### config.mk
export PLATFORM = sky130hd
export DESIGN_NAME = llsc_monitor
export DESIGN_NICKNAME = d
export VERILOG_FILES = /design/src/rtl/llsc_pkg.sv /design/src/rtl/llsc_slot.sv /design/src/rtl/llsc_resp.sv /design/src/rtl/llsc_monitor.sv
export SDC_FILE = /design/constraint.sdc
export NUM_CORES = 1
export LEC_CHECK = 0
export BUFFER_PORTS_ARGS = -buffer_cell sky130_fd_sc_hd__buf_4
export CORE_MARGIN = 5
export CORE_UTILIZATION = 50
export DETAILED_ROUTE_END_ITERATION = 10
export GPL_TIMING_DRIVEN = 0
export PLACE_DENSITY = 0.7
export SETUP_SLACK_MARGIN = 0.5
export SYNTH_ARGS = -nofsm -noshare
export SYNTH_HDL_FRONTEND = slang
export SYNTH_SLANG_ARGS = --single-unit
### constraint.sdc
create_clock -name clk -period 2.3 [get_ports clk]
set_input_delay 0.115 -clock clk [delete_from_list [all_inputs] [get_ports clk]]
set_output_delay 0.115 -clock clk [all_outputs]
set_load 0.02 [all_outputs]
### src/rtl/llsc_pkg.sv
package llsc_pkg;
  typedef enum logic {
    OP_LL = 1'b0,
    OP_SC = 1'b1
  } op_kind_e;

  function automatic int id_width(input int n);
    return (n > 1) ? $clog2(n) : 1;
  endfunction
endpackage

### src/rtl/llsc_slot.sv
module llsc_slot #(
  parameter int ADDR_W = 16
) (
  input  logic              clk,
  input  logic              rst_n,
  input  logic              clr_wr,
  input  logic [ADDR_W-1:0] wr_addr,
  input  logic              inv_valid,
  input  logic [ADDR_W-1:0] inv_addr,
  input  logic              op_take,
  input  logic              op_set,
  input  logic [ADDR_W-1:0] op_addr,
  output logic              op_hit,
  output logic              held_valid,
  output logic [ADDR_W-1:0] held_addr
);
  logic              vld_q;
  logic [ADDR_W-1:0] addr_q;
  logic              survive;

  // writes and invalidates act before the request of the same cycle
  always_comb begin
    survive = vld_q
            && !(clr_wr && (addr_q == wr_addr))
            && !(inv_valid && (addr_q == inv_addr));
    op_hit  = survive && (addr_q == op_addr);
  end

  always_ff @(posedge clk) begin
    if (!rst_n) begin
      vld_q  <= 1'b0;
      addr_q <= '0;
    end else if (op_set) begin
      vld_q  <= 1'b1;
      addr_q <= op_addr;
    end else if (op_take && op_hit) begin
      vld_q  <= 1'b0;
    end else begin
      vld_q  <= survive;
    end
  end

  assign held_valid = vld_q;
  assign held_addr  = addr_q;
endmodule

### src/rtl/llsc_resp.sv
module llsc_resp #(
  parameter int ID_W = 2
) (
  input  logic            clk,
  input  logic            rst_n,
  input  logic            load,
  input  logic            ok_in,
  input  logic [ID_W-1:0] id_in,
  input  logic            res_ready,
  output logic            can_load,
  output logic            res_valid,
  output logic            res_ok,
  output logic [ID_W-1:0] res_id
);
  assign can_load = !res_valid || res_ready;

  always_ff @(posedge clk) begin
    if (!rst_n) begin
      res_valid <= 1'b0;
      res_ok    <= 1'b0;
      res_id    <= '0;
    end else if (load) begin
      res_valid <= 1'b1;
      res_ok    <= ok_in;
      res_id    <= id_in;
    end else if (res_ready) begin
      res_valid <= 1'b0;
    end
  end
endmodule

### src/rtl/llsc_monitor.sv
module llsc_monitor
  import llsc_pkg::*;
#(
  parameter int NUM_REQ = 4,
  parameter int ADDR_W  = 16,
  localparam int ID_W   = id_width(NUM_REQ)
) (
  input  logic              clk,
  input  logic              rst_n,
  input  logic              bypass,
  input  logic              op_valid,
  output logic              op_ready,
  input  logic              op_is_sc,
  input  logic [ID_W-1:0]   op_id,
  input  logic [ADDR_W-1:0] op_addr,
  input  logic              wr_valid,
  input  logic              wr_present,
  input  logic [ADDR_W-1:0] wr_addr,
  input  logic              inv_valid,
  input  logic [ADDR_W-1:0] inv_addr,
  output logic              res_valid,
  input  logic              res_ready,
  output logic              res_ok,
  output logic [ID_W-1:0]   res_id
);
  op_kind_e                  kind;
  logic                      fire;
  logic                      take;
  logic                      clr_wr;
  logic                      own_hit;
  logic                      ok_next;
  logic [NUM_REQ-1:0]        hit;
  logic [NUM_REQ-1:0]        slot_valid;
  logic [NUM_REQ*ADDR_W-1:0] slot_addr;

  assign kind   = op_kind_e'(op_is_sc);
  assign fire   = op_valid && op_ready;
  assign take   = fire && !bypass;
  assign clr_wr = wr_valid && wr_present;

  for (genvar g = 0; g < NUM_REQ; g++) begin : g_slot
    localparam logic [ID_W-1:0] SLOT_ID = ID_W'(g);
    llsc_slot #(.ADDR_W(ADDR_W)) u_slot (
      .clk        (clk),
      .rst_n      (rst_n),
      .clr_wr     (clr_wr),
      .wr_addr    (wr_addr),
      .inv_valid  (inv_valid),
      .inv_addr   (inv_addr),
      .op_take    (take),
      .op_set     (take && (kind == OP_LL) && (op_id == SLOT_ID)),
      .op_addr    (op_addr),
      .op_hit     (hit[g]),
      .held_valid (slot_valid[g]),
      .held_addr  (slot_addr[g*ADDR_W +: ADDR_W])
    );
  end

  always_comb begin
    own_hit = 1'b0;
    for (int i = 0; i < NUM_REQ; i++) begin
      if (op_id == ID_W'(i)) own_hit = hit[i];
    end
    ok_next = bypass || (kind == OP_LL) || own_hit;
  end

  llsc_resp #(.ID_W(ID_W)) u_resp (
    .clk       (clk),
    .rst_n     (rst_n),
    .load      (fire),
    .ok_in     (ok_next),
    .id_in     (op_id),
    .res_ready (res_ready),
    .can_load  (op_ready),
    .res_valid (res_valid),
    .res_ok    (res_ok),
    .res_id    (res_id)
  );
endmodule

# ---- Yosys cells after proc, flatten, opt, wreduce, memory -nomap -nowiden
# Cells that the tools add are included.
dict set report word_totals {
  input_bits 59
  reg_bits 72
  elab_cells 88
}
dict set report op_classes {
  mux 14
  n_bitwise 1
  n_reduce_logical 47
  n_eq_ne 15
}
# cell count
set op_table {}
lappend op_table {{16-bit == test} 12}
lappend op_table {{1-bit logical AND} 32}
lappend op_table {{1-bit 2-to-1 mux} 14}
lappend op_table {{1-bit logical NOT} 10}
lappend op_table {{2-bit == test, second input constant} 2}
lappend op_table {{1-bit logical OR} 3}
lappend op_table {{2-bit by 1-bit == test with 1-bit output, second input constant} 1}
lappend op_table {{2-bit logical NOT} 1}
lappend op_table {{2-bit nonzero test} 1}
lappend op_table {{1-bit inverter} 1}

# ---- Logic depth before layout (Yosys ltp)
dict set report depth {
  ltp_word 11
  mapped_depth 10
  depth_no_buf 7
}

# ---- Modules after synthesis
# A second synthesis with hierarchy kept.
dict set report unflattened {
  hier_cells 568
  hier_area_um2 5290.1
}
# module n_inst cells_each area_each_um2
set modules_own_cells {}
lappend modules_own_cells {llsc_slot 4 136 1263.7}
lappend modules_own_cells {llsc_resp 1 13 146.4}
lappend modules_own_cells {llsc_monitor 1 11 88.8}

# ---- Worst setup path before layout
# No wires, ideal clock.
dict set report synth_path {
  path_kind {flip-flop to flip-flop}
  start {reg u_resp.res_valid}
  end {reg g_slot[2].u_slot.addr_q[10]}
  slack_ps 396
  required_time_ps 2184
  t_arrival_ps 1788
  period_less_slack_ps 1904
  path_stages_with_launch 10
  setup_time_ps 116
  cell_sequence {dfxtp_1 -> nand2b_4 -> nand2_2 -> or2_1 -> buf_6 -> or3_1 -> buf_6 -> buf_6 -> mux2i_1 -> nor2b_1}
}
dict set report synth_between {
  elab_chain_len 6
}
# element line
set synth_rtl {}
lappend synth_rtl {{start: declaration} llsc_resp.sv:11} ;# output logic res_valid,
lappend synth_rtl {{start signal: assignment} llsc_resp.sv:19} ;# res_valid <= 1'b0;
lappend synth_rtl {{start signal: assignment} llsc_resp.sv:23} ;# res_valid <= 1'b1;
lappend synth_rtl {{start signal: assignment} llsc_resp.sv:27} ;# res_valid <= 1'b0;
lappend synth_rtl {{1-bit logical NOT} llsc_resp.sv:15} ;# assign can_load = !res_valid || res_ready;
lappend synth_rtl {{1-bit logical OR} llsc_resp.sv:15}
lappend synth_rtl {{named net op_ready} llsc_monitor.sv:12} ;# output logic op_ready,
lappend synth_rtl {{1-bit logical AND} llsc_monitor.sv:37} ;# assign fire = op_valid && op_ready;
lappend synth_rtl {{1-bit logical AND} llsc_monitor.sv:38} ;# assign take = fire && !bypass;
lappend synth_rtl {{1-bit logical AND (2 in series)} llsc_monitor.sv:51} ;# .op_set (take && (kind == OP_LL) && (op_id == SLOT_ID)),
lappend synth_rtl {{end signal: assignment} llsc_slot.sv:35} ;# addr_q <= op_addr;
lappend synth_rtl {{end: declaration} llsc_slot.sv:18} ;# logic [ADDR_W-1:0] addr_q;
# The timed path passes the listed nets, and every way through them passes these cells.
# A chain may end at the register's enable or synchronous reset.

# ---- Worst setup path after layout
dict set report layout_path {
  start {reg g_slot[0].u_slot.addr_q[10]}
  end {reg u_resp.res_ok}
}
dict set report layout_between {
  elab_chain_len 11
  elab_cells_between_ends 15
  cone_classes {eq/ne: 3; mux: 4; reduce/logical: 8}
}
# element line
set layout_rtl {}
lappend layout_rtl {{start: declaration} llsc_slot.sv:18}
lappend layout_rtl {{start signal: assignment} llsc_slot.sv:35}
lappend layout_rtl {{16-bit == test} llsc_slot.sv:24} ;# && !(clr_wr && (addr_q == wr_addr))
lappend layout_rtl {{1-bit logical AND} llsc_slot.sv:24}
lappend layout_rtl {{1-bit logical NOT} llsc_slot.sv:24}
lappend layout_rtl {{1-bit logical AND} llsc_slot.sv:24}
lappend layout_rtl {{1-bit logical AND} llsc_slot.sv:25} ;# && !(inv_valid && (addr_q == inv_addr));
lappend layout_rtl {{1-bit logical AND *} llsc_slot.sv:26} ;# op_hit = survive && (addr_q == op_addr);
lappend layout_rtl {{1-bit 2-to-1 mux * (4 in series)} llsc_monitor.sv:62} ;# if (op_id == ID_W'(i)) own_hit = hit[i];
lappend layout_rtl {{1-bit logical OR *} llsc_monitor.sv:64} ;# ok_next = bypass || (kind == OP_LL) || own_hit;
lappend layout_rtl {{end signal: assignment} llsc_resp.sv:24} ;# res_ok <= ok_in;
lappend layout_rtl {{end: declaration} llsc_resp.sv:12} ;# output logic res_ok,
# Mark *: on every way between the ends. The rest lies on a longest branch, timed or not.

==> metrics <==
status complete, no violations; Leak 2.52 nW; Power, Total a little under 3 mW; CP max stage delay about 370 ps; mux contribution to synthesized area under 10%; vias per cell 5.65; final hold violation count 0; cell count after placement 751; gpl congestion 1.00; core area 9820 µm²; clock root buffer master clkbuf_8; Setup CP Type register to register; FF/Latch Area 1480 µm²; final setup vio count 0; area delta synth->final 21.3%; Max Fclk 0.506 GHz; Max clock buf depth 2; max-cap violation count 0; WP buf/inv 0; Seq/Total Area, Yosys 28.5%; Iter 0 DRT Violations 273; CP startpoint kind register; Synth Area in Simple Gates 20.8%; Tmin final 1980 ps; Worst-path clk slew 80 ps; final std cells w/o fill 792; Worst VDD drop 0.323 mV; RSZ-0062 raised after global routing yes; IO Pins 64; Total GRT Usage 27.0%; port bufs 30; Die Y-Extent 111 µm; CTS tree done; Initial Util 51.5%; Post-Synthesis Cells ~600; full die area 12,200 µm²; antenna-violating nets left 0; Slew @ Worst Pin 712 ps; Yosys warning count 0; Routed wire per std cell 21.4 µm; global-route wire length before repair around 25,000 µm; worst path arrival time 2240 ps; routed via count between 4,000 and 5,000; fin nets between 700 and 800; worst-path cell chain xor2_1 > nor4_2 > nand4_1 > o311ai_2 > nor4_1 > o311a_1; slowest CP cell dfxtp_1; CTS Hold Buffers Added 0; Synth Area in Adders 0%; Slew headroom 52.6%; Post-Synthesis Cell Area 5060 µm²; Crit. End Element register; max-slew violation count 0; dpl hpwl 13,000 µm; Synth Area in Compound Gates 6.75%; Synth cell types 34; WL final 16,900 µm; drt drc 0; Multi-input gate area ~3500 µm²; H-tree lvl count 3; power per cell area 480 nW/µm²; worst skew pair latency roughly 370 ps; Req. time, crit path 2560 ps; Die W 111 µm; Mean Syn Cell Area 8.61 µm²; Setup Skew 6.32 ps; Crit Path Max Fanout 4; Synth Register Bits 72; share of post-route cells with drive strength above 1 19.1%; Post-Syn Nets 647; Async SR Flop Fraction 0%; worst hold path type input port to register; EDFF count, synth 0; total grt overflow 0; post-route setup TNS 0 ps; Worst path top cell family by delay compound AO/OA/AOI/OAI gates; clk sink count a little over 70; CTS Buf Count 9; Fill cells 872; initial antenna violation count 0; Top FF cell, synth dfxtp_1; Rows 36; Final period util 86.0%; largest family of logic cells by synthesized area XOR/XNOR gates; first drt pass iteration count 4; largest net degree at the start of global routing 13; vias in the first global route 4,605; ant diodes 0; Synth Area in XOR/XNOR between 30% and 40%
routing by layer:
layer / up-vias / global-route usage, % / share of wire [%]
met1: 2166 / 33.0 / 41
li1: 2096 / - / -
met3: 55 / 6.02 / 5.8
met2: 154 / 43.6 / 48
met4: 0 / 15.4 / 5.1
met5: - / 0 / 0
cell families (layout without fill, tap and decap cells):
group                  after synthesis  count (layout)
XOR/XNOR                           192             192
AO/OA/AOI/OAI                       44              44
flip-flops                          72              72
multiplexers                        32              32
AND/OR/NAND/NOR                    197             197
buffers and inverters               51             122
worst reg2reg max path: stages, from the launching register on:
cell	delay (ps)
dfxtp_1	370
xor2_1	190
nor4_2	350
nand4_1	190
o311ai_2	300
nor4_1	110
o311a_1	360
power breakdown:
| group | internal, mW | switching [mW] |
|---|---|---|
| clock | 0.600 | 0.513 |
| combinational | 0.230 | 0.319 |
| sequential | 1.26 | 0.0258 |
| total | 2.09 | 0.858 |
through the flow:
| stage | setup slack (ps) | cell area [µm²] | hold WS [ps] | util, % |
|---|---|---|---|---|
| 2_1_floorplan | 464 | 5070 | 243 | - |
| 3_3_place_gp | 90.5 | 5470 | 398 | 55.7 |
| 3_5_place_dp | 119 | 5470 | 408 | 55.7 |
| 4_1_cts | 281 | 5800 | 22.2 | 59.1 |
| 5_1_grt | 268 | 6140 | 63.4 | 62.5 |
| 6_report | 323 | 6140 | 34.1 | 62.5 |
Yosys cell counts, drive strengths merged, types with 8 or more instances:
cell type | count | area [µm²]
xor2 | 116 | 1020
nor2b | 32 | 200
clkbuf | 43 | 161
xnor2 | 76 | 666
dfxtp | 72 | 1440
nor2 | 10 | 45.0
nor4 | 30 | 188
a21boi | 35 | 263
mux2i | 32 | 320
nor3 | 8 | 45.0
nand3 | 27 | 135
nand4 | 22 | 138
nand2 | 56 | 213
sequential cells by signal, summed over array words and instances (netlist names):
register / cells
g_slot.u_slot.held_valid: 4
u_resp.res_ok: 1
g_slot.u_slot.held_addr: 64
u_resp.res_valid: 1
u_resp.res_id: 2
layout make-up:
cell class / instances / share of cell area, %
Timing Repair Buffer: 56 / 7.74
Inverter: 1 / 0.0611
Multi-Input combinational cell: 465 / 57.6
Clock inverter: 6 / 1.39
Clock buffer: 9 / 2.02
Tap cell: 133 / 2.71
Buffer: 50 / 4.46
Sequential cell: 72 / 24.1
cells in the final DEF (no fill, tap or decap), types with 5 or more instances in the layout:
cell type,n
xor2_1,114
xnor2_1,76
nand2_1,54
dfxtp_1,53
buf_4,51
clkbuf_1,40
a21boi_0,34
mux2i_1,32
nor2b_1,32
nand3_1,26
nand4_1,22
nor4_1,21
dfxtp_2,14
buf_6,9
nor4_2,9
nor2_1,9
clkbuf_8,9
nor3_1,5
dfxtp_4,5
worst paths after layout:
| kind | end | depth (start not counted) | slack [ps] | from |
|---|---|---|---|---|
| setup / recovery | u_resp.res_ok | 6 | 320 | g_slot[0].u_slot.held_addr[10] |
| hold / removal | u_resp.res_valid | 3 | 30 | op_valid |
| setup reg to reg | u_resp.res_ok | 6 | 320 | g_slot[0].u_slot.held_addr[10] |
| hold reg to reg | u_resp.res_id[1] | 2 | 470 | u_resp.res_id[1] |
timing repair:
| action | in CTS | in global routing |
|---|---|---|
| setup buffers | 7 | 16 |
| pin swaps | 13 | 12 |
| endpoints found under the setup margin | 43 | 51 |
| gates cloned | 0 | 3 |
| resized for setup | 21 | 50 |
Power figures use the tool's default switching activity.
